$ cat config.mk
export PLATFORM = sky130hd
export DESIGN_NAME = tgt_rd_prefetch
export DESIGN_NICKNAME = d
export VERILOG_FILES = /design/src/rtl/tgt_rd_pkg.sv /design/src/rtl/tgt_rd_fifo.sv /design/src/rtl/tgt_rd_linelen.sv /design/src/rtl/tgt_rd_policy.sv /design/src/rtl/tgt_rd_prefetch.sv
export SDC_FILE = /design/constraint.sdc
export NUM_CORES = 1
export LEC_CHECK = 0
export CORE_UTILIZATION = 45
export DETAILED_ROUTE_END_ITERATION = 8
export DONT_BUFFER_PORTS = 1
export SLEW_MARGIN = 25
export SYNTH_ARGS = -nofsm -noshare
export SYNTH_HDL_FRONTEND = slang
export SYNTH_HIERARCHICAL = 1
export SYNTH_SLANG_ARGS = --single-unit
$ cat constraint.sdc
create_clock -name clk -period 4.3 [get_ports clk]
set_input_delay 0.215 -clock clk [delete_from_list [all_inputs] [get_ports clk]]
set_output_delay 0.215 -clock clk [all_outputs]
set_load 0.02 [all_outputs]
$ cat src/rtl/tgt_rd_pkg.sv
package tgt_rd_pkg;

   typedef enum logic [1:0] {
      RK_SINGLE = 2'd0,
      RK_LINE   = 2'd1,
      RK_MULTI  = 2'd2,
      RK_RSVD   = 2'd3
   } rd_kind_e;

   typedef enum logic [1:0] {
      ST_IDLE   = 2'd0,
      ST_ACTIVE = 2'd1,
      ST_FLUSH  = 2'd2
   } rd_state_e;

endpackage

$ cat src/rtl/tgt_rd_fifo.sv
module tgt_rd_fifo #(
   parameter int DATA_W = 32,
   parameter int DEPTH  = 32,
   localparam int AW    = (DEPTH > 1) ? $clog2(DEPTH) : 1,
   localparam int CNT_W = $clog2(DEPTH + 1)
) (
   input  logic              clk,
   input  logic              rst_n,
   input  logic              clr,
   input  logic              wr,
   input  logic [DATA_W-1:0] wr_data,
   input  logic              rd,
   output logic [DATA_W-1:0] rd_data,
   output logic [CNT_W-1:0]  count,
   output logic              empty
);

   if ((1 << AW) != DEPTH) begin : g_bad_depth
      $error("tgt_rd_fifo: DEPTH must be a power of two");
   end

   logic [DATA_W-1:0] mem [DEPTH];
   logic [AW-1:0]     wp, rp;
   logic              do_wr, do_rd, full;

   assign full    = (count == CNT_W'(DEPTH));
   assign empty   = (count == '0);
   assign do_wr   = wr && !clr;
   assign do_rd   = rd && !empty && !clr;
   assign rd_data = mem[rp];

   always_ff @(posedge clk) begin
      if (do_wr) mem[wp] <= wr_data;
   end

   always_ff @(posedge clk) begin
      if (!rst_n || clr) begin
         wp    <= '0;
         rp    <= '0;
         count <= '0;
      end else begin
         if (do_wr) wp <= wp + AW'(1);
         if (do_rd) rp <= rp + AW'(1);
         count <= count + (do_wr ? CNT_W'(1) : '0) - (do_rd ? CNT_W'(1) : '0);
      end
   end

   AST_NO_OVERFLOW: assert property (@(posedge clk) disable iff (!rst_n)
      do_wr && !do_rd |-> !full);
   AST_CLR_EMPTIES: assert property (@(posedge clk) disable iff (!rst_n)
      clr |=> empty);

endmodule

$ cat src/rtl/tgt_rd_linelen.sv
module tgt_rd_linelen #(
   parameter int ADDR_W     = 30,
   parameter int LINE_WORDS = 8,
   parameter int LEN_W      = 5
) (
   input  logic [ADDR_W-1:0] addr,
   output logic [LEN_W-1:0]  len
);

   if (LINE_WORDS == 1) begin : g_unit_line
      assign len = LEN_W'(1);
   end else begin : g_multi_line
      localparam int LB = $clog2(LINE_WORDS);
      if ((1 << LB) != LINE_WORDS) begin : g_bad_line
         $error("tgt_rd_linelen: LINE_WORDS must be a power of two");
      end
      logic [LB-1:0] offs;
      assign offs = addr[LB-1:0];
      assign len  = LEN_W'(LINE_WORDS) - LEN_W'(offs);
   end

endmodule

$ cat src/rtl/tgt_rd_policy.sv
module tgt_rd_policy #(
   parameter int DEPTH    = 32,
   parameter int PF_WORDS = 16,
   parameter int LOW_MARK = 8,
   parameter int CNT_W    = 6,
   parameter int OUT_W    = 6
) (
   input  logic             eligible,
   input  logic             aggressive,
   input  logic [CNT_W-1:0] fifo_count,
   input  logic [OUT_W-1:0] outstanding,
   output logic             issue
);

   localparam int SW = ((OUT_W > CNT_W) ? OUT_W : CNT_W) + 2;

   logic [SW-1:0] free_w, need_w;
   logic          room_ok, low_ok;

   assign free_w  = SW'(DEPTH) - SW'(fifo_count);
   assign need_w  = SW'(PF_WORDS) + SW'(outstanding);
   assign room_ok = (free_w >= need_w);
   assign low_ok  = (fifo_count < CNT_W'(LOW_MARK)) && (outstanding == '0);
   assign issue   = eligible && (aggressive ? room_ok : low_ok);

endmodule

$ cat src/rtl/tgt_rd_prefetch.sv
module tgt_rd_prefetch
   import tgt_rd_pkg::*;
#(
   parameter int ADDR_W     = 30,
   parameter int DATA_W     = 32,
   parameter int DEPTH      = 32,
   parameter int PF_WORDS   = 16,
   parameter int LOW_MARK   = 8,
   parameter int LINE_WORDS = 8,
   localparam int MAX_LEN   = (PF_WORDS > LINE_WORDS) ? PF_WORDS : LINE_WORDS,
   localparam int LEN_W     = $clog2(MAX_LEN + 1),
   localparam int CNT_W     = $clog2(DEPTH + 1)
) (
   input  logic              clk,
   input  logic              rst_n,
   input  logic              txn_start,
   input  logic [1:0]        txn_kind,
   input  logic [ADDR_W-1:0] txn_addr,
   input  logic              pf_aggr,
   input  logic              phase_taken,
   input  logic              txn_end,
   output logic              burst_ok,
   output logic              req_valid,
   input  logic              req_ready,
   output logic [ADDR_W-1:0] req_addr,
   output logic [LEN_W-1:0]  req_len,
   input  logic              rsp_valid,
   input  logic [DATA_W-1:0] rsp_data,
   output logic [DATA_W-1:0] rd_data,
   output logic              rd_empty,
   output logic [CNT_W-1:0]  rd_count,
   output logic              flush_busy
);

   localparam int OUT_W = $clog2(DEPTH + MAX_LEN + 1);

   if (DEPTH < PF_WORDS + LOW_MARK - 1) begin : g_bad_depth
      $error("tgt_rd_prefetch: DEPTH too small for watermark refill");
   end
   if (LINE_WORDS > DEPTH) begin : g_bad_line
      $error("tgt_rd_prefetch: LINE_WORDS exceeds DEPTH");
   end

   rd_state_e         state;
   rd_kind_e          kind_q;
   logic              aggr_q, burst_q;
   logic [ADDR_W-1:0] nxt_addr;
   logic [OUT_W-1:0]  out_q;
   logic [LEN_W-1:0]  line_len;
   logic              hs, issue, eligible;
   logic              f_clr, f_wr, f_rd;

   assign hs       = req_valid && req_ready;
   assign eligible = (state == ST_ACTIVE) && (kind_q == RK_MULTI) && !req_valid && !txn_end;

   tgt_rd_linelen #(
      .ADDR_W    (ADDR_W),
      .LINE_WORDS(LINE_WORDS),
      .LEN_W     (LEN_W)
   ) u_linelen (
      .addr(txn_addr),
      .len (line_len)
   );

   tgt_rd_policy #(
      .DEPTH   (DEPTH),
      .PF_WORDS(PF_WORDS),
      .LOW_MARK(LOW_MARK),
      .CNT_W   (CNT_W),
      .OUT_W   (OUT_W)
   ) u_policy (
      .eligible   (eligible),
      .aggressive (aggr_q),
      .fifo_count (rd_count),
      .outstanding(out_q),
      .issue      (issue)
   );

   assign f_clr = (state == ST_ACTIVE) && txn_end;
   assign f_wr  = rsp_valid && (state == ST_ACTIVE);
   assign f_rd  = phase_taken && (state == ST_ACTIVE);

   tgt_rd_fifo #(
      .DATA_W(DATA_W),
      .DEPTH (DEPTH)
   ) u_fifo (
      .clk    (clk),
      .rst_n  (rst_n),
      .clr    (f_clr),
      .wr     (f_wr),
      .wr_data(rsp_data),
      .rd     (f_rd),
      .rd_data(rd_data),
      .count  (rd_count),
      .empty  (rd_empty)
   );

   // transaction control and request register
   always_ff @(posedge clk) begin
      if (!rst_n) begin
         state     <= ST_IDLE;
         kind_q    <= RK_SINGLE;
         aggr_q    <= 1'b0;
         burst_q   <= 1'b0;
         nxt_addr  <= '0;
         req_valid <= 1'b0;
         req_addr  <= '0;
         req_len   <= '0;
      end else begin
         unique case (state)
            ST_IDLE: begin
               if (txn_start) begin
                  state    <= ST_ACTIVE;
                  kind_q   <= rd_kind_e'(txn_kind);
                  aggr_q   <= pf_aggr;
                  burst_q  <= (txn_kind == RK_LINE) || (txn_kind == RK_MULTI);
                  nxt_addr <= txn_addr;
                  if (txn_kind != RK_MULTI) begin
                     req_valid <= 1'b1;
                     req_addr  <= txn_addr;
                     req_len   <= (txn_kind == RK_LINE) ? line_len : LEN_W'(1);
                  end
               end
            end
            ST_ACTIVE: begin
               if (txn_end) begin
                  state     <= ST_FLUSH;
                  burst_q   <= 1'b0;
                  req_valid <= 1'b0;
               end else if (hs) begin
                  req_valid <= 1'b0;
                  nxt_addr  <= nxt_addr + ADDR_W'(req_len);
               end else if (issue) begin
                  req_valid <= 1'b1;
                  req_addr  <= nxt_addr;
                  req_len   <= LEN_W'(PF_WORDS);
               end
            end
            default: begin
               if (out_q == '0) state <= ST_IDLE;
            end
         endcase
      end
   end

   // words requested but not yet returned
   always_ff @(posedge clk) begin
      if (!rst_n) out_q <= '0;
      else out_q <= out_q + (hs ? OUT_W'(req_len) : '0) - (rsp_valid ? OUT_W'(1) : '0);
   end

   assign burst_ok   = burst_q;
   assign flush_busy = (state == ST_FLUSH);

   AST_SINGLE_LEN: assert property (@(posedge clk) disable iff (!rst_n)
      req_valid && (kind_q == RK_SINGLE || kind_q == RK_RSVD) |-> req_len == LEN_W'(1) && !burst_ok);
   AST_MULTI_LEN: assert property (@(posedge clk) disable iff (!rst_n)
      req_valid && kind_q == RK_MULTI |-> req_len == LEN_W'(PF_WORDS));
   AST_CONS_WATERMARK: assert property (@(posedge clk) disable iff (!rst_n)
      $rose(req_valid) && kind_q == RK_MULTI && !aggr_q
      |-> $past(rd_count) < CNT_W'(LOW_MARK) && $past(out_q) == '0);
   AST_AGGR_ROOM: assert property (@(posedge clk) disable iff (!rst_n)
      $rose(req_valid) && kind_q == RK_MULTI && aggr_q
      |-> 32'(DEPTH) - 32'($past(rd_count)) >= 32'(PF_WORDS) + 32'($past(out_q)));
   AST_RSP_EXPECTED: assert property (@(posedge clk) disable iff (!rst_n)
      rsp_valid |-> out_q != '0);
   AST_NO_REQ_OUTSIDE: assert property (@(posedge clk) disable iff (!rst_n)
      state != ST_ACTIVE |-> !req_valid);
   AST_FLUSH_EMPTY: assert property (@(posedge clk) disable iff (!rst_n)
      flush_busy |-> rd_empty);
   AST_START_IGNORED: assert property (@(posedge clk) disable iff (!rst_n)
      flush_busy && txn_start |=> !req_valid);
   AST_REQ_HOLD: assert property (@(posedge clk) disable iff (!rst_n)
      req_valid && !req_ready && !txn_end |=> req_valid && $stable(req_addr) && $stable(req_len));

endmodule

# Word-level counts from Yosys, hierarchy flattened
# Memory sizes are Yosys's and may differ from the RTL's. A register that Yosys moved wholly into a read port is not among the register bits.
# Index checks and enable logic that the tools add are counted.
# totals
memories,1
wordCells,108
input_bits,72
ramBits,1024
reg_bits,94
out_inout_bits,77
# mem_list
memory,depth,word_bits,read_ports,rd_clocked_by_memory_dff,write_ports,line,rtl
u_fifo.mem,32,32,1,1,1,tgt_rd_fifo.sv:22,logic [DATA_W-1:0] mem [DEPTH];
# op_classes
eq_ne,14
mux,39
n_addsub,10
magnitude_cmp,2
n_reduce_logical,30
# op_table
operator,n
30-bit two-way mux,8
30-bit case mux with 2 select lines,2
5-bit two-way mux,9
30-bit by 5-bit adder with 30-bit output,1
"2-bit != test, second input constant",8
1-bit two-way mux,13
1-bit logical AND,12
6-bit zero test,2
"5-bit by 1-bit adder with 5-bit output, second input constant",2
5-bit case mux with 2 select lines,1
8-bit greater-or-equal comparator,1
4-bit AND reduction,2
"5-bit by 6-bit adder with 7-bit output, first input constant",1
"6-bit by 6-bit subtractor with 7-bit output, first input constant",1
6-bit by 5-bit adder with 6-bit output,1
6-bit adder,1
"2-bit == test, second input constant",3
"6-bit by 4-bit less-than comparator with 1-bit output, second input constant",1
2-bit two-way mux,3
3-bit AND reduction,2
6-bit AND reduction,1
6-bit by 1-bit subtractor with 6-bit output,1
6-bit subtractor,1
1-bit zero test,5
10 further kinds,13

# Logic depth before layout (Yosys ltp)
# Gate-level depths: netlist of run 1.
# depth
depth_word,9
depth_mapped,17
ltp_nobuf,14

# By module
# The synthesis of run 1 kept the hierarchy.
# modules_own_cells
module,seq_area_each_um2,cells_per_inst,area_per_inst_um2,n_inst
tgt_rd_fifo,31169.9,2040,40297.4,1
tgt_rd_prefetch,1561.5,554,4330.4,1
tgt_rd_policy,0.0,42,305.3,1
tgt_rd_linelen,0.0,8,57.6,1

# Worst setup path after synthesis of run 1
# No wires, ideal clock.
# synth_timing
kind,register to register
from,register state[0]
to,memory u_fifo.mem[31][0] (enable)
setup_time_ns,0.421
n_path_buf,3
period_less_slack_ns,3.586
required_time_ns,3.879
t_arrival_ns,3.165
slack_ns,0.714
path_stages_with_launch,9
cell_sequence,dfxtp_1 -> buf_2 -> nor2b_1 -> buf_2 -> buf_2 -> and2_1 -> nor2b_1 -> nand2_1 -> nor2_1
# synth_via
word_cells_on_any_way,7
classes_between,1 x eq/ne; 2 x mux; 4 x reduce/logical
# synth_rtl
item,line,rtl
"start, declared",tgt_rd_prefetch.sv:44,rd_state_e state;
"start signal, assigned",tgt_rd_prefetch.sv:101,state <= ST_IDLE;
"start signal, assigned",tgt_rd_prefetch.sv:113,state <= ST_ACTIVE;
"start signal, assigned",tgt_rd_prefetch.sv:127,state <= ST_FLUSH;
2-bit by 1-bit == test with 1-bit output,tgt_rd_prefetch.sv:80,assign f_wr = rsp_valid && (state == ST_ACTIVE);
1-bit logical AND,tgt_rd_prefetch.sv:80,
via f_wr,tgt_rd_prefetch.sv:51,"logic f_clr, f_wr, f_rd;"
1-bit logical AND,tgt_rd_fifo.sv:28,assign do_wr = wr && !clr;
1-bit two-way mux,tgt_rd_fifo.sv:33,if (do_wr) mem[wp] <= wr_data;
1-bit two-way mux (not written as such),tgt_rd_fifo.sv:33,
"end, declared",tgt_rd_fifo.sv:22,
# The timed path passes the listed nets, and every way through them passes these cells.

==> summary.md, run 1 <==
| Metric | Value |
|---|---|
| Critical R2R Launch | state[0]$_SDFFE_PN0P_ |
| Final worst path period need | 4.06 ns |
| Worst-path fanout max | 42 |
| Post-synthesis adder-cell area fraction | approximately 1.2% |
| Largest family of logic cells by synthesized area | multiplexers |
| Hpwl dp | just under 70000 um |
| Worst path required time | 4.09 ns |
| Overall Power | 23.3 mW |
| CP max stage delay | 0.73 ns |
| Fin. max-slew vios | 0 |
| Final WL | 116000 um |
| Seq/Total Area, Yosys | 72.8% |
| Average size of a mapped cell | approximately 17 um^2 |
| CP delay by family, top | simple AND/OR/NAND/NOR gates |
| Core ar. | 98700 um^2 |
| Final hold violation count | 0 |
| Tcrit/Tclk final | 94.4% |
| Initial drt markers | 2767 |
| Unrepaired setup endpoints after global routing | false |
| Slowest CP cell | dfxtp_1 |
| IO buf count | 0 |
| Min-Delay Startpoint | txn_end |
| DR WL/cell | 27.8 um |
| Share of the synthesized area in the top cell type | 68.3% |
| Post-CTS setup buffers | 0 |
| First-pass GRT wire length | roughly 170000 um |
| Cts repair resizes | 0 |
| CTS tree | done |
| Final setup viols | 0 |
| Worst setup margin | 0.239 ns |
| Worst-Skew Late Latency | 0.69 ns |
| Setup TNS Final | 0 ns |
| Relative slew margins | a little under a third |
| Cell Rows | between 100 and 150 |
| Post-synthesis xor/xnor area fraction | less than 1% |
| Count leader, synth | edfxtp_1 |
| Area grow syn2layout | 15.5% |
| Critical path class | reg2out |
| Placer Congestion | 0.834 |
| Clk slew on worst S/H paths | approximately 0.060 ns |
| H-tree Lvls | 3 |
| Num ports | 149 |
| Compound-Gate Fraction of Synth Area | 6.54% |
| Hold Path Class | in2reg |
| Post-synth top cells | edfxtp_1, mux2_2, mux4_2 |
| Number of global-route vias before repair | 25000 |
| Via count | roughly 25000 |
| Final Non-Filler Cells | 4171 |
| Die Ht | 318 um |
| DR vias/cell | roughly 6.0 |
| Clock tree buffer depth | 3 |
| Max_cap viols | 0 |
| Share of layout cells above drive strength 1 | a little under a quarter |
| Synth Area in Simple Gates | 5.77% |
| Yosys reg bits | around 1100 |
| Mux share of post-synthesis cell area | 11.3% |
| Iteration count of the initial detailed-routing pass | 5 |
| Synth Warn # | 6 |
| Number of enable flip-flop cells after synthesis | 1024 |
| CTS Hold Bufs | 106 |
| CP Cell Sequence | or2_4, buf_4, o22ai_1, nor3_1, or4_1 |
| Initial antenna violation count | 4 |
| Count of cell types in the netlist | 71 |
| Worst ir drop on vdd | approximately 0.31 mV |
| DRC | 0 |
| Nets@finish | 2903 |
| Async SR Flop Fraction | 0% |
| WP data arrival | 3.85 ns |
| CP Launch Type | flop |
| P per Cell Area | 449 nW/um^2 |
| Pin count of the biggest net entering global routing | 67 |
| Crit. End Element | primary output |
| Syn Nets | 2759 |
| Max frequency | 246 MHz |
| Crit path buf inv count | 1 |
| Yosys top cell by area | edfxtp_1 |
| Initial Util | 45.6% |
| Layout Skew | 0.0284 ns |
| Dpl ws | 1.07 ns |
| TritonCTS Buffers | 113 |
| GRT Util Overall | 22.9% |
| Top cells by area, synth | edfxtp_1, mux4_2, mux2_2, dfxtp_1, a22o_1 |
| WHS | 0.0516 ns |
| DRT antenna net count | 0 |
| Top_reg_cell synth | edfxtp_1 |
| Clk sinks | about 1100 |
| Die area | 101000 um^2 |
| Die boundary width | 318 um |
| Grt total ovfl | 0 |
| CTS root buf | clkbuf_16 |
| Fillers | 7824 |
| Slew @ Worst Pin | 1.04 ns |
| Number of cells produced by synthesis | 2644 |
| Mapped Area | 45000 um^2 |
| Cell Count Post-Placement | around 3900 |
| Leakage power total | between 15 and 20 nW |
| Status | completed |
## where the power goes
part / switching, mW / internal, mW / leakage (nW)
Clock: 4.10 / 5.37 / 1.69
Sequential: 0.238 / 12.0 / 10.0
Combinational: 0.991 / 0.574 / 4.64
## cells in the final DEF (no fill, tap or decap), types with 13 or more instances in the layout
master / synthesis / routed
clkinv_1: 0 / 35
mux4_2: 128 / 128
inv_1: 48 / 47
nor3_1: 74 / 74
or4_1: 35 / 35
nand2_1: 107 / 106
edfxtp_1: 1024 / 1024
clkbuf_1: 103 / 22
a21oi_1: 44 / 44
nor2_4: 0 / 36
clkinv_2: 0 / 13
nor2_1: 110 / 74
dfxtp_1: 99 / 97
a311oi_1: 29 / 29
mux2_2: 193 / 193
a22o_1: 64 / 64
a211oi_1: 72 / 72
dlygate4sd3_1: 0 / 73
o22ai_1: 65 / 65
ha_1: 40 / 40
nand3_1: 18 / 18
nand4_1: 19 / 19
buf_12: 0 / 48
o21ai_0: 87 / 87
clkbuf_16: 0 / 114
nor2b_1: 72 / 70
buf_4: 7 / 68
## flip-flops by register name, summed over array words and instances, names as in the netlist, named ones only
| register | flops |
|---|---|
| state | 2 |
| u_fifo/count | 6 |
| kind_q | 2 |
| burst_ok | 1 |
| req_valid | 1 |
| req_addr | 30 |
| out_q | 6 |
| req_len | 5 |
| u_fifo/wp | 5 |
| u_fifo/mem | 1024 |
| nxt_addr | 30 |
| u_fifo/rp | 5 |
| aggr_q | 1 |
## logic make-up after synthesis
kind of cell,Yosys count
fa+ha+maj,43
mux,325
compound gates,425
simple gates,499
xor+xnor,18
other cells,1
buf+inv,210
flops,1123
## worst reg2reg max path, cell delays in order, from the launching register on
cell       delay (ns)
dfxtp_1          0.54
nor3b_1          0.60
nor4bb_1         0.54
nand3b_1         0.13
o2bb2ai_1        0.27
a32oi_1          0.26
nor2_4           0.16
buf_12           0.26
mux2i_1          0.28
nor2_1           0.08
## layer usage
metal	part of all wire (%)	track usage (%)	vias up
li1	-	-	10900
met1	43	32.9	13000
met2	47	35.6	927
met3	7.6	4.41	149
met4	2.3	6.49	2
met5	0.0060	0	-
## path summary, 6_finish.rpt
kind                                to  slack [ns]  cells past startpoint
max                        rd_data[31]        0.24                      5
min          nxt_addr[17]$_SDFFE_PN0P_        0.05                      4
max reg2reg    req_len[0]$_SDFFE_PN0P_        1.04                      9
min reg2reg     kind_q[0]$_SDFFE_PN0P_        0.46                      2
## metrics by stage
| stage | utilization [%] | area [um^2] |
|---|---|---|
| after floorplan | - | 45000 |
| after global placement | 47.7 | 47000 |
| after detailed placement | 47.7 | 47000 |
| after CTS | 52.6 | 51900 |
| after global routing | 52.6 | 51900 |
| final | 52.6 | 51900 |
## layout make-up
cell class,count,area (um^2),area share (%)
clock inverter,72,594,1.14
antenna,3,7.51,0.0145
inverter,48,180,0.347
multi-input combinational,1311,11700,22.5
tap,1287,1610,3.10
timing repair buffer,191,2210,4.26
clock buffer,136,2940,5.65
sequential,1123,32700,63.0
No activity file was read; power rests on OpenSTA's default activity.
==> inputs of run 2 (changes only) <==
CAP_MARGIN = 20   (was unset)
SYNTH_HIERARCHICAL = unset   (was 1)
==> summary.md, run 2 <==
| Metric | Value |
|---|---|
| Max reg flops | 1024 |
| Clk slew on worst S/H paths | 0.07 ns |
| Crit. End Element | flop |
| Die Ht | 317 um |
| Register with the most flip-flops | u_fifo.mem |
| Largest family of logic cells by synthesized area | multiplexers |
| Top_reg_cell synth | edfxtp_1 |
| Pin count of the biggest net entering global routing | 63 |
| Hold Path Class | in2reg |
| IO buf count | 0 |
| Syn Nets | ~2400 |
| Share of layout cells above drive strength 1 | 25.4% |
| TritonCTS Buffers | 112 |
| # diodes | 0 |
| Area grow syn2layout | 16.1% |
| Max frequency | between 200 and 300 MHz |
| CP Launch Type | flop |
| Iteration count of the initial detailed-routing pass | 5 |
| Crit path buf inv count | 2 |
| Number of enable flip-flop cells after synthesis | 1024 |
| First-pass GRT wire length | about 160000 um |
| Combinational share of power | 6.5% |
| Post-CTS setup buffers | 0 |
| Via count | between 20000 and 25000 |
| Final core area utilization | a little over half |
| Number of cells produced by synthesis | about 2300 |
| Placer Congestion | 0.823 |
| Mux share of post-synthesis cell area | 16.0% |
| Slowest CP cell | o21ai_2 |
| DRT antenna net count | 0 |
| Post-synth top cells | edfxtp_1, mux4_2, mux2i_1 |
| Average size of a mapped cell | 19.5 um^2 |
| Final worst path period need | about 3.8 ns |
| Final setup viols | 0 |
| Count leader, synth | edfxtp_1 |
| GRT Util Overall | 22.6% |
| Power Internal | 18.0 mW |
| Num ports | 149 |
| Top flop regs | u_fifo.mem (1024), nxt_addr (30), req_addr (30) |
| Die area | 101000 um^2 |
| Grt total ovfl | 0 |
| Relative slew margins | 33.8% |
| Seq pwr share | 52.4% |
| Slew @ Worst Pin | 0.993 ns |
| Core ar. | 98400 um^2 |
| DR WL/cell | ~30 um |
| Most common cell after layout, fill and taps aside | edfxtp_1 |
| Cell Rows | 115 |
| Top cells by area, synth | edfxtp_1, mux4_2, dfxtp_1, mux2i_1, ha_1 |
| H-tree Lvls | 3 |
| DRC | 0 |
| CP max stage delay | 0.80 ns |
| Max_cap viols | 0 |
| Clk sinks | approximately 1100 |
| Mapped Area | 44800 um^2 |
| Share of the synthesized area in the top cell type | 68.7% |
| Leakage power total | 16.1 nW |
| Tcrit/Tclk final | 87.3% |
| Synth Warn # | 0 |
| Clock tree buffer depth | 3 |
| CTS Hold Bufs | 90 |
| Clk pwr share | 41.1% |
| Initial Util | between 40% and 50% |
| CTS tree | done |
| Seq/Total Area, Yosys | between 70 and 80% |
| Yosys top cell by area | edfxtp_1 |
| Worst-Skew Late Latency | 0.70 ns |
| Die boundary width | 317 um |
| CP delay by family, top | compound AO/OA/AOI/OAI gates |
| Layout Skew | 0.0360 ns |
| Cts repair resizes | 0 |
| Setup TNS Final | 0 ns |
| CP Cell Sequence | inv_1, ha_1, nor2b_1, nand2_1, xnor2_1, ha_1, a21oi_1, o221a_2, o31a_1, o21ai_2, o221a_2, dlygate4sd3_1 |
| Fin. max-slew vios | 0 |
| Synth Area in Simple Gates | 2.77% |
| Post-synthesis adder-cell area fraction | under 10% |
| WHS | 0.0246 ns |
| P per Cell Area | 448 nW/um^2 |
| DR vias/cell | approximately 6.1 |
| Final hold violation count | 0 |
| Worst-path fanout max | 19 |
| Post-synthesis xor/xnor area fraction | less than 1% |
| Compound-Gate Fraction of Synth Area | 4.70% |
| Final WL | 113000 um |
| Nets@finish | 2597 |
| Worst path required time | 4.94 ns |
| Overall Power | 23.3 mW |
| Unrepaired setup endpoints after global routing | false |
| Most frequent cells in the layout | edfxtp_1, mux4_2, mux2i_1, clkbuf_16, dfxtp_1 |
| Count of cell types in the netlist | 71 |
| Net Sw Frac | 22.6% |
| Number of global-route vias before repair | 24000 |
| Status | completed |
| CTS root buf | clkbuf_16 |
| WP data arrival | 4.39 ns |
| Async SR Flop Fraction | 0% |
| Worst ir drop on vdd | 0.265 mV |
| Yosys reg bits | 1123 |
| Critical path class | reg2reg |
| P_sw | 5.26 mW |
| Hpwl dp | 65100 um |
| Initial drt markers | 2538 |
| Initial antenna violation count | 2 |
==> run 2: path summary, 6_finish.rpt <==
path / from / endpoint / slack [ns] / depth (start not counted)
setup / recovery: u_fifo.count[1]$_SDFF_PP0_ / req_addr[2]$_SDFFE_PN0P_ / 0.55 / 12
hold / removal: rsp_data[24] / u_fifo.mem[24][24]$_DFFE_PP_ / 0.02 / 1
setup reg to reg: u_fifo.count[1]$_SDFF_PP0_ / req_addr[2]$_SDFFE_PN0P_ / 0.55 / 12
hold reg to reg: kind_q[1]$_SDFFE_PN0P_ / kind_q[1]$_SDFFE_PN0P_ / 0.46 / 2
==> run 2: cell type report <==
class,count,area (um^2)
inverter,54,203
tap,1287,1610
timing repair buffer,204,2230
clock inverter,85,714
fill,7746,46500
multi-input combinational,983,11600
sequential,1123,32700
clock buffer,125,2880
==> run 2: cell families after synthesis <==
family / Yosys count
AOI/OAI and AO/OA: 270
DFF: 1123
xor gates and xnor gates: 21
adders and majority gates: 47
and+or+nand+nor: 251
buffers and inverters: 185
muxes: 394
==> run 2: metal layers <==
metal | wire, um | track usage, %
met1 | 47700 | 31.7
met2 | 55100 | 36.8
met3 | 7390 | 3.57
met4 | 2630 | 6.42
met5 | 8 | 0
==> run 2: power groups by stage <==
stage / registers [mW] / logic, mW / clock network (mW)
final: 12.2 / 1.52 / 9.57
after CTS: 12.2 / 1.54 / 9.74
after floorplan: 12.4 / 0.976 / 0
after global placement: 12.4 / 1.26 / 0
after detailed placement: 12.4 / 1.28 / 0
after global routing: 12.2 / 1.68 / 10.1
==> run 2: stage by stage <==
step,cell area [um^2],std cells,setup WS (ns)
after CTS,52000,3861,0.558
after detailed placement,47400,3561,0.962
after global routing,51900,3861,0.306
after global placement,47400,3561,0.871
after floorplan,44800,2291,1.07
final,51900,3861,0.547
